### config.mk
export PLATFORM = sky130hd
export DESIGN_NAME = clkchg_seq
export DESIGN_NICKNAME = d
export VERILOG_FILES = /design/src/rtl/clkchg_pkg.sv /design/src/rtl/clkchg_lock_timer.sv /design/src/rtl/clkchg_evt_gate.sv /design/src/rtl/clkchg_fsm.sv /design/src/rtl/clkchg_seq.sv
export SDC_FILE = /design/constraint.sdc
export NUM_CORES = 1
export LEC_CHECK = 0
export BUFFER_PORTS_ARGS = -buffer_cell sky130_fd_sc_hd__buf_2
export CAP_MARGIN = 20
export CORE_MARGIN = 1
export CORE_UTILIZATION = 35
export DETAILED_ROUTE_END_ITERATION = 16
export GPL_TIMING_DRIVEN = 0
export REMOVE_ABC_BUFFERS = 1
export SLEW_MARGIN = 20
export SYNTH_ARGS = -nofsm -noshare
export SYNTH_HDL_FRONTEND = slang
export SYNTH_SLANG_ARGS = --single-unit
### constraint.sdc
create_clock -name clk -period 2.18 [get_ports clk]
set_clock_uncertainty 0.15 [all_clocks]
set_input_delay 0 -clock clk [delete_from_list [all_inputs] [get_ports clk]]
set_output_delay 0 -clock clk [all_outputs]
set_load 0.01 [all_outputs]
### src/rtl/clkchg_pkg.sv
package clkchg_pkg;
  typedef enum logic [2:0] {
    ST_IDLE    = 3'd0,
    ST_DRAIN   = 3'd1,
    ST_SELFREF = 3'd2,
    ST_RELOCK  = 3'd3,
    ST_SREXIT  = 3'd4
  } seq_state_t;
endpackage

### src/rtl/clkchg_lock_timer.sv
module clkchg_lock_timer #(
  parameter int CNT_W = 12
) (
  input  logic             clk,
  input  logic             rst_n,
  input  logic             load,
  input  logic [CNT_W-1:0] load_val,
  input  logic             run,
  output logic             done
);
  localparam logic [CNT_W-1:0] ZERO = '0;
  localparam logic [CNT_W-1:0] ONE  = CNT_W'(1);

  logic [CNT_W-1:0] cnt_q;

  always_ff @(posedge clk or negedge rst_n) begin
    if (!rst_n)                   cnt_q <= ZERO;
    else if (load)                cnt_q <= load_val;
    else if (run && cnt_q != ZERO) cnt_q <= cnt_q - ONE;
  end

  assign done = (cnt_q == ZERO);
endmodule

### src/rtl/clkchg_evt_gate.sv
module clkchg_evt_gate #(
  parameter int IRQ_W = 4
) (
  input  logic             clk,
  input  logic             rst_n,
  input  logic             clr,
  input  logic             block,
  input  logic [IRQ_W-1:0] irq_in,
  input  logic             dma_in,
  input  logic             vflt_in,
  input  logic             bflt_in,
  input  logic             dabt_in,
  output logic [IRQ_W-1:0] irq_out,
  output logic             dma_out,
  output logic             vflt_out,
  output logic             bflt_out,
  output logic             dabt_out
);
  logic [IRQ_W-1:0] held_q;

  // held interrupts live until the first idle cycle has shown them
  always_ff @(posedge clk or negedge rst_n) begin
    if (!rst_n)     held_q <= '0;
    else if (clr)   held_q <= '0;
    else if (block) held_q <= held_q | irq_in;
    else            held_q <= '0;
  end

  assign irq_out  = block ? '0 : (irq_in | held_q);
  assign dma_out  = dma_in  & ~block;
  assign vflt_out = vflt_in & ~block;
  assign bflt_out = bflt_in & ~block;
  assign dabt_out = dabt_in & ~block;
endmodule

### src/rtl/clkchg_fsm.sv
module clkchg_fsm
  import clkchg_pkg::*;
#(
  parameter int               RATIO_W     = 5,
  parameter logic [RATIO_W-1:0] RESET_RATIO = RATIO_W'(1)
) (
  input  logic               clk,
  input  logic               rst_n,
  input  logic               wdt_rst,
  input  logic               gpio_rst,
  input  logic               cfg_wr,
  input  logic               cfg_start,
  input  logic               cfg_turbo,
  input  logic [RATIO_W-1:0] cfg_ratio,
  input  logic               mem_idle,
  input  logic               mem_sr_ack,
  input  logic               lock_done,
  output logic               lock_load,
  output logic               lock_run,
  output logic               busy,
  output logic               cpu_clk_en,
  output logic               mem_drain_req,
  output logic               mem_sr_req,
  output logic [RATIO_W-1:0] pll_ratio,
  output logic               turbo_en,
  output logic               rst_exit_hold
);
  seq_state_t         state_q, state_nx;
  logic [RATIO_W-1:0] stage_ratio_q;
  logic               stage_turbo_q;

  always_comb begin
    state_nx = state_q;
    unique case (state_q)
      ST_IDLE:    if (cfg_wr && cfg_start) state_nx = ST_DRAIN;
      ST_DRAIN:   if (mem_idle)            state_nx = ST_SELFREF;
      ST_SELFREF: if (mem_sr_ack)          state_nx = ST_RELOCK;
      ST_RELOCK:  if (lock_done)           state_nx = ST_SREXIT;
      ST_SREXIT:  if (!mem_sr_ack)         state_nx = ST_IDLE;
      default:                             state_nx = ST_IDLE;
    endcase
  end

  always_ff @(posedge clk or negedge rst_n) begin
    if (!rst_n) begin
      state_q       <= ST_IDLE;
      pll_ratio     <= RESET_RATIO;
      turbo_en      <= 1'b0;
      stage_ratio_q <= RESET_RATIO;
      stage_turbo_q <= 1'b0;
      rst_exit_hold <= 1'b0;
    end else if (wdt_rst) begin
      state_q       <= ST_IDLE;
      pll_ratio     <= RESET_RATIO;
      turbo_en      <= 1'b0;
      stage_ratio_q <= RESET_RATIO;
      stage_turbo_q <= 1'b0;
      rst_exit_hold <= 1'b0;
    end else begin
      state_q <= state_nx;
      if (state_q == ST_IDLE && cfg_wr) begin
        stage_ratio_q <= cfg_ratio;
        if (cfg_start) stage_turbo_q <= cfg_turbo;
        else           turbo_en      <= cfg_turbo;
      end
      if (state_q == ST_SELFREF && mem_sr_ack) pll_ratio <= stage_ratio_q;
      if (state_q == ST_SREXIT && !mem_sr_ack) turbo_en  <= stage_turbo_q;
      if (state_nx == ST_IDLE)                 rst_exit_hold <= 1'b0;
      else if (gpio_rst && state_q != ST_IDLE) rst_exit_hold <= 1'b1;
    end
  end

  assign busy          = (state_q != ST_IDLE);
  assign cpu_clk_en    = (state_q == ST_IDLE);
  assign mem_drain_req = (state_q == ST_DRAIN);
  assign mem_sr_req    = (state_q == ST_SELFREF) || (state_q == ST_RELOCK);
  assign lock_load     = (state_q == ST_SELFREF) && mem_sr_ack;
  assign lock_run      = (state_q == ST_RELOCK);
endmodule

### src/rtl/clkchg_seq.sv
module clkchg_seq #(
  parameter int                 RATIO_W     = 5,
  parameter int                 CNT_W       = 12,
  parameter int                 IRQ_W       = 4,
  parameter logic [RATIO_W-1:0] RESET_RATIO = RATIO_W'(1)
) (
  input  logic               clk,
  input  logic               rst_n,
  input  logic               wdt_rst,
  input  logic               gpio_rst,
  input  logic               cfg_wr,
  input  logic               cfg_start,
  input  logic               cfg_turbo,
  input  logic [RATIO_W-1:0] cfg_ratio,
  input  logic [CNT_W-1:0]   lock_cycles,
  input  logic               mem_idle,
  input  logic               mem_sr_ack,
  input  logic [IRQ_W-1:0]   irq_in,
  input  logic               dma_req_in,
  input  logic               vfault_in,
  input  logic               bfault_in,
  input  logic               dabort_in,
  output logic               cpu_clk_en,
  output logic               seq_busy,
  output logic               mem_drain_req,
  output logic               mem_sr_req,
  output logic [RATIO_W-1:0] pll_ratio,
  output logic               turbo_en,
  output logic               rst_exit_hold,
  output logic [IRQ_W-1:0]   irq_out,
  output logic               dma_req_out,
  output logic               vfault_out,
  output logic               bfault_out,
  output logic               dabort_out
);
  logic lock_load, lock_run, lock_done;

  clkchg_fsm #(.RATIO_W(RATIO_W), .RESET_RATIO(RESET_RATIO)) u_fsm (
    .clk(clk), .rst_n(rst_n), .wdt_rst(wdt_rst), .gpio_rst(gpio_rst),
    .cfg_wr(cfg_wr), .cfg_start(cfg_start), .cfg_turbo(cfg_turbo),
    .cfg_ratio(cfg_ratio), .mem_idle(mem_idle), .mem_sr_ack(mem_sr_ack),
    .lock_done(lock_done), .lock_load(lock_load), .lock_run(lock_run),
    .busy(seq_busy), .cpu_clk_en(cpu_clk_en), .mem_drain_req(mem_drain_req),
    .mem_sr_req(mem_sr_req), .pll_ratio(pll_ratio), .turbo_en(turbo_en),
    .rst_exit_hold(rst_exit_hold)
  );

  clkchg_lock_timer #(.CNT_W(CNT_W)) u_lock (
    .clk(clk), .rst_n(rst_n), .load(lock_load), .load_val(lock_cycles),
    .run(lock_run), .done(lock_done)
  );

  clkchg_evt_gate #(.IRQ_W(IRQ_W)) u_gate (
    .clk(clk), .rst_n(rst_n), .clr(wdt_rst), .block(seq_busy),
    .irq_in(irq_in), .dma_in(dma_req_in), .vflt_in(vfault_in),
    .bflt_in(bfault_in), .dabt_in(dabort_in), .irq_out(irq_out),
    .dma_out(dma_req_out), .vflt_out(vfault_out), .bflt_out(bfault_out),
    .dabt_out(dabort_out)
  );
endmodule

==> metrics <==
hold path startpoint=bfault_in; Clock Power Share=a little under a third; Leakage=roughly 0.0012 uW; Setup violations, final=0; Fin. Hold Viols=0; Num CTS Buffers=5; worst reg2reg endpoint=u_lock.cnt_q[11]; core footprint=4790 um^2; ranking of synthesized cells by area=dfrtp_1 43%, nor2_1 5.1%, nand2_1 4.1%, a21oi_1 4.0%, dfstp_2 3.0%; fmax=474 MHz; multiplexer area fraction after synthesis=under 10%; WL final=roughly 4.6 mm; Crit Path Class=reg2reg; main combinational cell family by area after synthesis=simple AND/OR/NAND/NOR gates; share of layout cells above drive strength 1=34.2%; synthesized-area fraction occupied by adder cells=about 1.4%; min cycle time layout=2.11 ns; Final period util=a little over nine tenths; first-pass GRT wire length=7.33 mm; WHS Endpoint=bfault_out; total of max-cap violations=0; GRT Overall Usage=~18%; worst-case reg-to-reg path depth=4; FF-to-FF Start=u_lock.cnt_q[6]; reg2reg setup slack=0.07 ns; GPL Wtd Cong=between 0.7 and 0.8; Synth Instances=between 150 and 200; Clock Latency Late Sink=0.28 ns; CP Launch Type=flop; Synth Area in XOR/XNOR=0%; antenna violations before repair=0; vias in the first global route=1578; Longest Clk Path Bufs=2; Fin Hold WS=approximately 0.13 ns; post-DP HPWL=between 2 and 3 mm; I/O Buffers=between 50 and 60; final core occ=~55%; met3 Usage GRT=around 5.0%; H-Tree Depth=2; Die H=72.8 um; most frequent cells in the layout=52 x buf_2, 29 x dlygate4sd3_1, 27 x dfrtp_1; GRT met2 Usage=30.2%; DIE AREA=5300 um^2; flip-flop and latch count after synthesis=32; Yosys top cell by area=dfrtp_1; Initial Util=a little over a third; status=finished, final reports clean; GR peak layer=met2; Worst-Margin Slew=approximately 0.8 ns; Initial DRC Count=a little under 90; post-synthesis compound-gate area fraction=15.9%; Worst Path Arrival=2.17 ns; register area share after synthesis=45.8%; largest net degree at the start of global routing=33; Post-DP Area=~2100 um^2; fin nets=roughly 320; I/O pin cnt=53; Slew HR=a little under half; DR vias=between 1500 and 2000; crit path launch=u_lock.cnt_q[6]; synthesized cell area=~1800 um^2; Combinational Power Share=roughly 28%; Cell Pwr Density=approximately 800 nW/um^2; post-route setup slack=approximately 0.07 ns; Avg Cell Area, Syn=roughly 9 um^2; Unique masters post-synth=45; Slew Limit Fails=0; CTS tree=done; crit end category=flop; hold path depth=3; Clock Pin Slew Worst Setup and Hold Paths=~0.07 ns; Psw=roughly 620 uW; root buffer cell=clkbuf_8; WL per Instance=between 10 and 15 um; maximum fanout along the worst path=6; Max VDD drop=about 0.00038 V; # DRC=0; worst min path class=in2out; TritonCTS Sinks=32; internal power=around 1400 uW; num rows=25; Reg power frac=~41%; Design Area, Final=2620 um^2; synth warn=0; post-route ant nets=0; grt ovf=0; Setup Slack @ Placement=-0.352 ns; switch share=a little under a third; Inserted Diodes=0; Required @ worst endpoint=around 2.2 ns; Filler Cells Inserted=between 400 and 500; Synth Area in Simple Gates=31.6%; Synth top area share=between 40% and 50%; most common cell after layout, fill and taps aside=buf_2; die width=a little over 70 um; Vias/cell=a little over 5; DRT Pass-1 Iters=4; met1 Track Usage GR=23.7%; Synth-to-Final Area Change=49.4%
metrics by stage:
stage / total power, uW / setup TNS (ns) / instances
detailed placement: 1300 / -2.19 / 300
global placement: 1290 / -8.62 / 300
finish: 2040 / 0 / 351
floorplan: 1130 / -0.188 / 181
CTS: 2020 / 0 / 347
global route: 2190 / -0.00365 / 351
timing repair:
| item | in CTS | in global routing |
|---|---|---|
| endpoints found under the setup margin | 15 | 19 |
| buffers inserted | 10 | 3 |
| resized for setup | 4 | 13 |
| pin swaps | 7 | 3 |
| hold endpoints to repair | 62 | 0 |
| hold buffers | 29 | 0 |
| cloned | 0 | 1 |
final cells by class:
cell class	instances	area, um^2	area share (%)
Multi-Input combinational cell	146	930	35.5
Sequential cell	32	807	30.8
Timing Repair Buffer	94	656	25.0
Clock buffer	7	96.3	3.68
Tap cell	67	83.8	3.20
Clock inverter	1	30.0	1.15
Inverter	4	18.8	0.716
cell usage after synthesis:
master and count:
o21a_1 1, nand2_1 19, nor3_1 5, a2111oi_0 1
nor2b_1 3, o311ai_0 3, ha_1 2, o31a_1 1
a31oi_1 5, or2_2 4, o32ai_1 1, a221o_1 1
or4_4 1, and3_1 1, nor4bb_1 1, nand2b_1 2
a21oi_1 14, o41ai_1 1, clkbuf_1 9, nand3_1 10
a32o_1 1, a211o_1 2, nor2_1 24, dfstp_2 2
o21ai_0 6, nor4b_4 1, or4b_2 2, nor3b_1 2
buf_4 1, or3_1 4, o221ai_1 1, mux2i_1 2
inv_1 4, or4_2 1, and2_1 4, dfrtp_1 30
and3b_1 1, buf_6 1, nand3b_1 6, a211oi_1 2
or3_4 1, or4_1 6, buf_2 1, nor4_1 1
a311oi_1 2
logic make-up after synthesis:
group,count (synthesis)
adders and majority gates,2
and+or+nand+nor,99
muxes,2
AOI/OAI and AO/OA,42
DFF,32
buffers and inverters,16
critical path: stages (launching register included):
cell and delay, ns:
dfrtp_1 0.39, or4_4 0.59, or3_4 0.35, or4_1 0.40
a31oi_1 0.17
power by group through the flow:
stage / clock network [uW] / registers (uW) / logic, uW
final: 626 / 845 / 574
after global routing: 675 / 864 / 654
after CTS: 644 / 830 / 550
after detailed placement: 0 / 849 / 450
after global placement: 0 / 847 / 440
after floorplan: 0 / 813 / 321
sequential cells by signal (all words and copies together) (netlist names):
name / flops
u_fsm.pll_ratio: 5
u_fsm.rst_exit_hold: 1
u_fsm.stage_ratio_q: 5
u_fsm.stage_turbo_q: 1
u_fsm.state_q: 3
u_fsm.turbo_en: 1
u_gate.held_q: 4
u_lock.cnt_q: 12
how the worst max path moves through the flow:
stage                                to  slack [ns]  depth (start not counted)
floorplan               u_lock.cnt_q[1]       -0.08                          3
global placement        u_lock.cnt_q[1]       -0.80                          3
detailed placement  u_fsm.rst_exit_hold       -0.35                          4
CTS                     u_lock.cnt_q[7]       0.001                          5
global route           u_lock.cnt_q[11]      -0.004                          4
finish                 u_lock.cnt_q[11]        0.07                          4
routing by layer:
metal	wire (um)	vias up
met5	0	-
met4	42	0
met1	2050	822
li1	-	889
met2	2180	66
met3	291	5
Power figures use the tool's default switching activity.
